<file path="src/rtl/failover_pkg.sv">
package failover_pkg;

    typedef enum logic [3:0] {
        ST_IDLE,
        ST_DEMOTE,
        ST_PROMOTE,
        ST_ISOLATE,
        ST_RST_SET,
        ST_RST_HOLD,
        ST_RST_CLR,
        ST_FLUSH,
        ST_ENUM,
        ST_DONE,
        ST_ERROR
    } seq_state_e;

    localparam logic [1:0] ROLE_UPSTREAM   = 2'd0;
    localparam logic [1:0] ROLE_DOWNSTREAM = 2'd1;
    localparam logic [1:0] ROLE_NONTRANS   = 2'd2;

endpackage

</file>
<file path="src/rtl/failover_step_table.sv">
module failover_step_table
    import failover_pkg::*;
#(
    parameter int          ADDR_W       = 32,
    parameter int          DATA_W       = 32,
    parameter logic [31:0] WIN_BASE     = 32'h0010_0000,
    parameter logic [31:0] PORT_STRIDE  = 32'h0000_1000,
    parameter int          FAILED_PORT  = 0,
    parameter int          LOCAL_PORT   = 1,
    parameter logic [31:0] ROLE_OFS     = 32'h0000_0000,
    parameter logic [31:0] BRCTL_OFS    = 32'h0000_003C,
    parameter logic [31:0] FLUSH_OFS    = 32'h0000_0800,
    parameter int          SEC_RST_BIT  = 22,
    parameter int          LINK_DIS_BIT = 4
) (
    input  seq_state_e          state_i,
    output logic                is_write_o,
    output logic [ADDR_W-1:0]   addr_o,
    output logic [DATA_W-1:0]   data_o
);
    localparam logic [31:0] FAIL_BASE  = WIN_BASE + PORT_STRIDE * FAILED_PORT;
    localparam logic [31:0] LOCAL_BASE = WIN_BASE + PORT_STRIDE * LOCAL_PORT;
    localparam logic [ADDR_W-1:0] A_FAIL_ROLE  = ADDR_W'(FAIL_BASE + ROLE_OFS);
    localparam logic [ADDR_W-1:0] A_LOCAL_ROLE = ADDR_W'(LOCAL_BASE + ROLE_OFS);
    localparam logic [ADDR_W-1:0] A_BRCTL      = ADDR_W'(FAIL_BASE + BRCTL_OFS);
    localparam logic [ADDR_W-1:0] A_FLUSH      = ADDR_W'(WIN_BASE + FLUSH_OFS);
    localparam logic [DATA_W-1:0] D_ONE        = DATA_W'(1);

    always_comb begin
        is_write_o = 1'b1;
        addr_o     = '0;
        data_o     = '0;
        unique case (state_i)
            ST_DEMOTE: begin
                addr_o = A_FAIL_ROLE;
                data_o = DATA_W'(ROLE_DOWNSTREAM);
            end
            ST_PROMOTE: begin
                addr_o = A_LOCAL_ROLE;
                data_o = DATA_W'(ROLE_UPSTREAM);
            end
            ST_ISOLATE: begin
                addr_o = A_FAIL_ROLE;
                data_o = DATA_W'(ROLE_NONTRANS) | (D_ONE << LINK_DIS_BIT);
            end
            ST_RST_SET: begin
                addr_o = A_BRCTL;
                data_o = D_ONE << SEC_RST_BIT;
            end
            ST_RST_CLR: begin
                addr_o = A_BRCTL;
                data_o = '0;
            end
            ST_FLUSH: begin
                addr_o = A_FLUSH;
                data_o = D_ONE << FAILED_PORT;
            end
            default: is_write_o = 1'b0;
        endcase
    end
endmodule

</file>
<file path="src/rtl/failover_ack_watchdog.sv">
module failover_ack_watchdog #(
    parameter int LIMIT = 1024
) (
    input  logic clk,
    input  logic rst_n,
    input  logic run_i,
    input  logic ack_i,
    output logic expire_o
);
    localparam int CW = $clog2(LIMIT + 1);
    localparam logic [CW-1:0] LAST = CW'(LIMIT - 1);

    logic [CW-1:0] cnt_d, cnt_q;

    always_comb begin
        expire_o = run_i && !ack_i && (cnt_q == LAST);
        if (!run_i || ack_i || expire_o) cnt_d = '0;
        else                             cnt_d = cnt_q + 1'b1;
    end

    always_ff @(posedge clk) begin
        if (!rst_n) cnt_q <= '0;
        else        cnt_q <= cnt_d;
    end


    cnt_range_chk: assert property (@(posedge clk) disable iff (!rst_n)
        cnt_q <= LAST);
endmodule

</file>
<file path="src/rtl/failover_seq.sv">
module failover_seq
    import failover_pkg::*;
#(
    parameter int          ADDR_W      = 32,
    parameter int          DATA_W      = 32,
    parameter int          HOLD_W      = 8,
    parameter int          ACK_LIMIT   = 1024,
    parameter logic [31:0] WIN_BASE    = 32'h0010_0000,
    parameter logic [31:0] PORT_STRIDE = 32'h0000_1000,
    parameter int          FAILED_PORT = 0,
    parameter int          LOCAL_PORT  = 1
) (
    input  logic              clk,
    input  logic              rst_n,
    input  logic              start_i,
    input  logic [HOLD_W-1:0] hold_cycles_i,
    output logic              cfg_req_o,
    output logic [ADDR_W-1:0] cfg_addr_o,
    output logic [DATA_W-1:0] cfg_data_o,
    input  logic              cfg_ack_i,
    output logic              enum_req_o,
    input  logic              enum_done_i,
    output logic              done_o,
    output logic              err_o,
    output logic              busy_o
);
    typedef struct packed {
        seq_state_e        st;
        logic [HOLD_W-1:0] hold_len;
        logic [HOLD_W-1:0] hold_cnt;
    } seq_regs_t;

    seq_regs_t r_d, r_q;
    logic      is_write;
    logic      tmo_expired;

    failover_step_table #(
        .ADDR_W      (ADDR_W),
        .DATA_W      (DATA_W),
        .WIN_BASE    (WIN_BASE),
        .PORT_STRIDE (PORT_STRIDE),
        .FAILED_PORT (FAILED_PORT),
        .LOCAL_PORT  (LOCAL_PORT)
    ) u_table (
        .state_i    (r_q.st),
        .is_write_o (is_write),
        .addr_o     (cfg_addr_o),
        .data_o     (cfg_data_o)
    );

    failover_ack_watchdog #(.LIMIT(ACK_LIMIT)) u_wdog (
        .clk      (clk),
        .rst_n    (rst_n),
        .run_i    (is_write),
        .ack_i    (cfg_ack_i),
        .expire_o (tmo_expired)
    );

    function automatic seq_state_e after_write(seq_state_e s);
        case (s)
            ST_DEMOTE:  return ST_PROMOTE;
            ST_PROMOTE: return ST_ISOLATE;
            ST_ISOLATE: return ST_RST_SET;
            ST_RST_SET: return ST_RST_HOLD;
            ST_RST_CLR: return ST_FLUSH;
            default:    return ST_ENUM;
        endcase
    endfunction

    always_comb begin
        logic [HOLD_W-1:0] last_cnt;
        r_d      = r_q;
        last_cnt = (r_q.hold_len == '0) ? '0 : r_q.hold_len - 1'b1;
        if (is_write) begin
            if (cfg_ack_i) begin
                r_d.st       = after_write(r_q.st);
                r_d.hold_cnt = '0;
            end else if (tmo_expired) begin
                r_d.st = ST_ERROR;
            end
        end else begin
            case (r_q.st)
                ST_IDLE: if (start_i) begin
                    r_d.st       = ST_DEMOTE;
                    r_d.hold_len = hold_cycles_i;
                end
                ST_RST_HOLD: begin
                    if (r_q.hold_cnt == last_cnt) r_d.st = ST_RST_CLR;
                    else                          r_d.hold_cnt = r_q.hold_cnt + 1'b1;
                end
                ST_ENUM:  if (enum_done_i) r_d.st = ST_DONE;
                ST_DONE:  r_d.st = ST_IDLE;
                default:  r_d.st = r_q.st;
            endcase
        end
    end

    always_ff @(posedge clk) begin
        if (!rst_n) r_q <= '{st: ST_IDLE, hold_len: '0, hold_cnt: '0};
        else        r_q <= r_d;
    end

    assign cfg_req_o  = is_write;
    assign enum_req_o = (r_q.st == ST_ENUM);
    assign done_o     = (r_q.st == ST_DONE);
    assign err_o      = (r_q.st == ST_ERROR);
    assign busy_o     = (r_q.st != ST_IDLE) && (r_q.st != ST_ERROR);


    req_hold_chk: assert property (@(posedge clk) disable iff (!rst_n)
        cfg_req_o && !cfg_ack_i && !tmo_expired |=>
            cfg_req_o && $stable(cfg_addr_o) && $stable(cfg_data_o));

    err_sticky_chk: assert property (@(posedge clk) disable iff (!rst_n)
        err_o |=> err_o && !cfg_req_o);

    done_pulse_chk: assert property (@(posedge clk) disable iff (!rst_n)
        done_o |=> !done_o && !busy_o);

    enum_excl_chk: assert property (@(posedge clk) disable iff (!rst_n)
        !(enum_req_o && cfg_req_o));

    no_abandon_chk: assert property (@(posedge clk) disable iff (!rst_n)
        busy_o && !done_o |=> busy_o || err_o);
endmodule

</file>
<file path="config.mk">
export PLATFORM = sky130hd
export DESIGN_NAME = failover_seq
export DESIGN_NICKNAME = d
export VERILOG_FILES = /design/src/rtl/failover_pkg.sv /design/src/rtl/failover_step_table.sv /design/src/rtl/failover_ack_watchdog.sv /design/src/rtl/failover_seq.sv
export SDC_FILE = /design/constraint.sdc
export NUM_CORES = 1
export LEC_CHECK = 0
export ABC_CLOCK_PERIOD_IN_PS = 2500
export BUFFER_PORTS_ARGS = -buffer_cell sky130_fd_sc_hd__buf_2
export CAP_MARGIN = 20
export CORE_MARGIN = 1.5
export CORE_UTILIZATION = 46
export CTS_CLUSTER_DIAMETER = 200
export DETAILED_ROUTE_END_ITERATION = 7
export PLACE_DENSITY = 0.83
export SLEW_MARGIN = 0
export SYNTH_ARGS = -nofsm -noshare
export SYNTH_HDL_FRONTEND = slang
export SYNTH_HIERARCHICAL = 1
export SYNTH_SLANG_ARGS = --single-unit
</file>
<file path="constraint.sdc">
create_clock -name clk -period 2.5 [get_ports clk]
set_clock_uncertainty 0.1 [all_clocks]
set_input_delay 0.5 -clock clk [delete_from_list [all_inputs] [get_ports clk]]
set_output_delay 0.5 -clock clk [all_outputs]
set_load 0.005 [all_outputs]
</file>
==> results by stage <==
Detailed routing:
- The total detailed-routing wirelength is 5030 um.
- The via count normalized by instance count is 5.00.
- After detailed routing, the average wire length per cell comes to 12.0 um.
- Summing over every cut layer, the via total after detailed routing is 2100.
- After detailed routing, the number of remaining DRC violations is 0.
- The detail route stage leaves a number of antenna-violating nets equal to 0.
- The number of iterations in the first detailed-routing pass is 4.
- The detailed router finished its first iteration with 179 violations.

Pwr:
- Total power for the finished layout comes to 0.00243 W.
- The clock group share of total power is 16.4%.
- The sequential cell fraction of total power is 25.2%.
- The standby leakage power is 1.24 nW.
- The power density over the cells is 882 mW/mm2.
- The share of total power dissipated in combinational logic is 58.4%.
- The switching portion of total power is 41.0%.
- The switching power is 0.000995 W.
- The internal power is 0.00143 W.
- The maximum vdd ir drop is 625 uV.

Logic synthesis:
- The total of flip-flops plus latches after synthesis is 31.
- The fraction of synthesized cell area taken by the top area cell type is 24.7%.
- Ranked by total cell area, the synthesized netlist is headed by dfxtp_1, buf_4, mux2i_1, a21oi_1, nand2_1.
- Counting flops with an async set or reset pin after synthesis yields a share of 0%.
- Yosys printed 6 warnings.
- Counting instances in the post-synthesis netlist gives the leading cell types as buf_4, dfxtp_1, nand2_1, nor2_1.
- Yosys mapped a number of flops with a built-in enable equal to 0.
- The number of different library cells in the post-synthesis netlist is 51.
- The synthesized cell area is 0.00251 mm2.
- Each instance of the synthesized netlist takes up on average 8.13 um2.
- The fraction of the yosys area taken by sequential cells is 24.7%.
- The dominant synthesized flop cell is dfxtp_1.
- Yosys instantiated no cell more often than buf_4.
- The library cell occupying the most area in the post-synthesis netlist is dfxtp_1.
- Synthesis produced a netlist whose cell count is 309.

Min path:
- The path type of the worst min-delay path is in2reg.

Floorplan:
- The number of core rows is 26.
- The total core area is 0.00517 mm2.
- The y dimension of the die is 76.9 um.
- For this configuration, the core starts out at a cell density of 48.5%.
- The number of I/O pins is 82.
- The area of the die is 0.00591 mm2.
- The x dimension of the die is 76.9 um.

Clock tree:
- The number of clock sinks is 31.
- Clock latency on the worst-skew pair, taken at its later pin, is 0.29 ns.
- After clock tree synthesis, the clock-pin slew on the worst setup and hold paths is 0.06 ns.
- The maximum buffer depth of the clock tree is 2.
- CTS built an H-tree with a depth of 2.
- TritonCTS built the clock tree.
- The number of clock buffers added by TritonCTS is 5.
- Clock tree synthesis selected as its root buffer the cell clkbuf_8.

Final layout:
- The number of antenna diodes in the final layout is 0.
- The finished layout holds 420 standard cells, fillers aside.
- The area growth from synthesis to layout is 9.57%.
- The final design area excluding fillers is 0.00275 mm2.
- In the final layout, the share of cells above drive strength 1 is 22.3%.
- The number of inserted filler cells in the final layout is 488.
- After the last flow step, the layout net total stands at 366.

Worst setup path:
- Across all register-to-register paths, the minimum setup slack is 0.1 ns.
- In this run the worst path has a maximum fanout of 6.
- The delay of the slowest cell on the worst path is 0.51 ns.
- The beginning of the worst register-to-register path is r_q[8]$_SDFFE_PN0P_.
- The launching instance or port of the critical path is r_q[8]$_SDFFE_PN0P_.
- The capture instance of the worst register-to-register path is r_q[7]$_SDFFE_PN0P_.
- The slowest stage of the critical path is the or4_4 cell.
- The type of destination of the critical path is a flop.
- The logic depth of the worst register-to-register path is 9.
- Traced cell by cell, the critical path runs through inv_1, ha_2, nor3b_4, or4_4, a21oi_2, nor4_4, buf_4, a211oi_2, mux2i_1.
- The arrival time reported for the critical path endpoint is 2.53 ns.
- The worst setup path is launched from a flop.
- STA puts the critical path data required time at 2.62 ns.
- The end of the critical path is r_q[7]$_SDFFE_PN0P_.
- The kind of critical path is reg2reg.

Timing:
- The final max-slew violation count came to 0.
- The number of setup violations in the final report is 0.
- The final hold violation count is 0.
- The routed design could run at a clock period as short as 2.40 ns.
- In the finished design, the share of the clock period the worst path needs comes to 96.1%.
- Across all setup checks in the final design, the least slack found is 0.0972 ns.
- Based on the critical path, the design can be clocked at up to 416 MHz.
- The transition time of the tightest slew-check pin is 0.513 ns.
- The worst hold slack is 0.344 ns.
- The worst max-slew margin expressed relative to the limit is 65.8%.

Flow run:
- The max-cap check violation count is 0.

Status:
- The run finished with clean final reports.

Placement:
- The cell area after placement is 0.00262 mm2.
- The number of port buffers is 28.
- Timing analysis after detailed placement gives a worst setup slack of -0.0611 ns.
- The sum of net half-perimeters after detailed placement is 3760 um.
- The number of cells after detailed placement is 411.
- At the end of routability-driven placement, the weighted congestion stood at 0.920.

Global route:
- Entering global routing, the biggest net connects 17 pins.
- The initial antenna violation count is 0.
- The combined global-route utilization of all metal layers is 17.0%.
- The global route total overflow is 0.
- The first global-routing pass estimated 8220 um of wire.
- The via count of the first global-routing pass is 1849.
worst min path at each step:
stage	cells past startpoint	slack (ns)	end	start
floorplan	2	0.35	r_q[7]$_SDFFE_PN0P_	r_q[7]$_SDFFE_PN0P_
global placement	2	0.36	u_wdog/cnt_q[8]$_SDFF_PP0_	u_wdog/cnt_q[8]$_SDFF_PP0_
detailed placement	2	0.38	u_wdog/cnt_q[8]$_SDFF_PP0_	u_wdog/cnt_q[8]$_SDFF_PP0_
CTS	3	0.34	r_q[14]$_SDFFE_PN0P_	hold_cycles_i[6]
global route	3	0.35	r_q[9]$_SDFFE_PN0P_	hold_cycles_i[1]
finish	3	0.34	r_q[14]$_SDFFE_PN0P_	hold_cycles_i[6]
cell usage in the layout (no fill, tap or decap), types with 2 or more instances in the layout:
master,n
a211oi_1,6
a211oi_2,2
a21o_1,2
a21oi_1,18
a31oi_1,2
and3_1,4
and3b_1,3
buf_2,28
buf_4,23
clkbuf_8,6
conb_1,53
dfxtp_1,30
ha_1,2
inv_1,11
mux2i_1,19
nand2_1,22
nand2b_1,10
nand3_1,8
nand3b_1,3
nand4_1,4
nor2_1,21
nor3_1,10
nor3b_1,5
nor4_4,2
o21ai_0,9
o31ai_1,2
or3_1,4
or4_1,2
or4_4,3
xnor2_1,8
xor2_1,4
sequential cells by signal (all words and copies together), names as in the netlist:
name	flops
r_q	20
u_wdog/cnt_q	11
logic make-up after synthesis:
kind of cell / count (synthesis) / synth area share [%]
flip-flops: 31 / 24.7
adder cells (fa/ha/maj): 3 / 1.49
XOR/XNOR: 12 / 4.19
buffers and inverters: 80 / 20.8
AO/OA/AOI/OAI: 54 / 15.1
other: 1 / 0.149
AND/OR/NAND/NOR: 109 / 26.0
multiplexers: 19 / 7.57
critical path, delay by kind of cell (launching register included):
kind            cells  cell delay [ns]
simple gates        3             0.77
compound gates      2             0.45
mux                 1             0.19
fa+ha+maj           1             0.21
flops               1             0.38
buf+inv             2             0.23
cell type report:
type | instances | area [um2] | area share [%]
tap | 70 | 87.6 | 3.18
clock inverter | 1 | 5.00 | 0.182
timing repair buffer | 51 | 313 | 11.4
inverter | 11 | 41.3 | 1.50
multi-input combinational | 250 | 1600 | 58.2
clock buffer | 6 | 82.6 | 3.00
sequential | 31 | 622 | 22.6
metrics by stage:
stage / setup TNS (ns) / utilization [%]
after floorplan: 0 / -
after global placement: 0 / 50.6
after detailed placement: -0.0611 / 50.6
after CTS: 0 / 52.8
after global routing: -0.00920 / 53.2
final: 0 / 53.2
per-layer routing:
metal | GRT usage, % | vias up | share of wire (%)
met5 | 0 | - | 0
met3 | 3.81 | 9 | 5.2
li1 | - | 1062 | -
met2 | 28.5 | 71 | 50
met4 | 7.96 | 0 | 2.1
met1 | 20.5 | 958 | 43
what timing repair did:
item / CTS / global route
hold buffers: 0 / 0
pin swaps: 3 / 1
setup endpoints to repair: 1 / 9
setup buffers: 2 / 0
gates resized for setup: 2 / 4
cloned: 0 / 0
power groups by stage:
stage               sequential (W)  combinational [W]  clock, W
floorplan                 0.000614            0.00101         0
global placement          0.000613            0.00125         0
detailed placement        0.000617            0.00129         0
CTS                       0.000608            0.00135  0.000409
global route              0.000620            0.00155  0.000428
finish                    0.000612            0.00142  0.000398
Note: power is estimated with default switching activity, not from simulation.
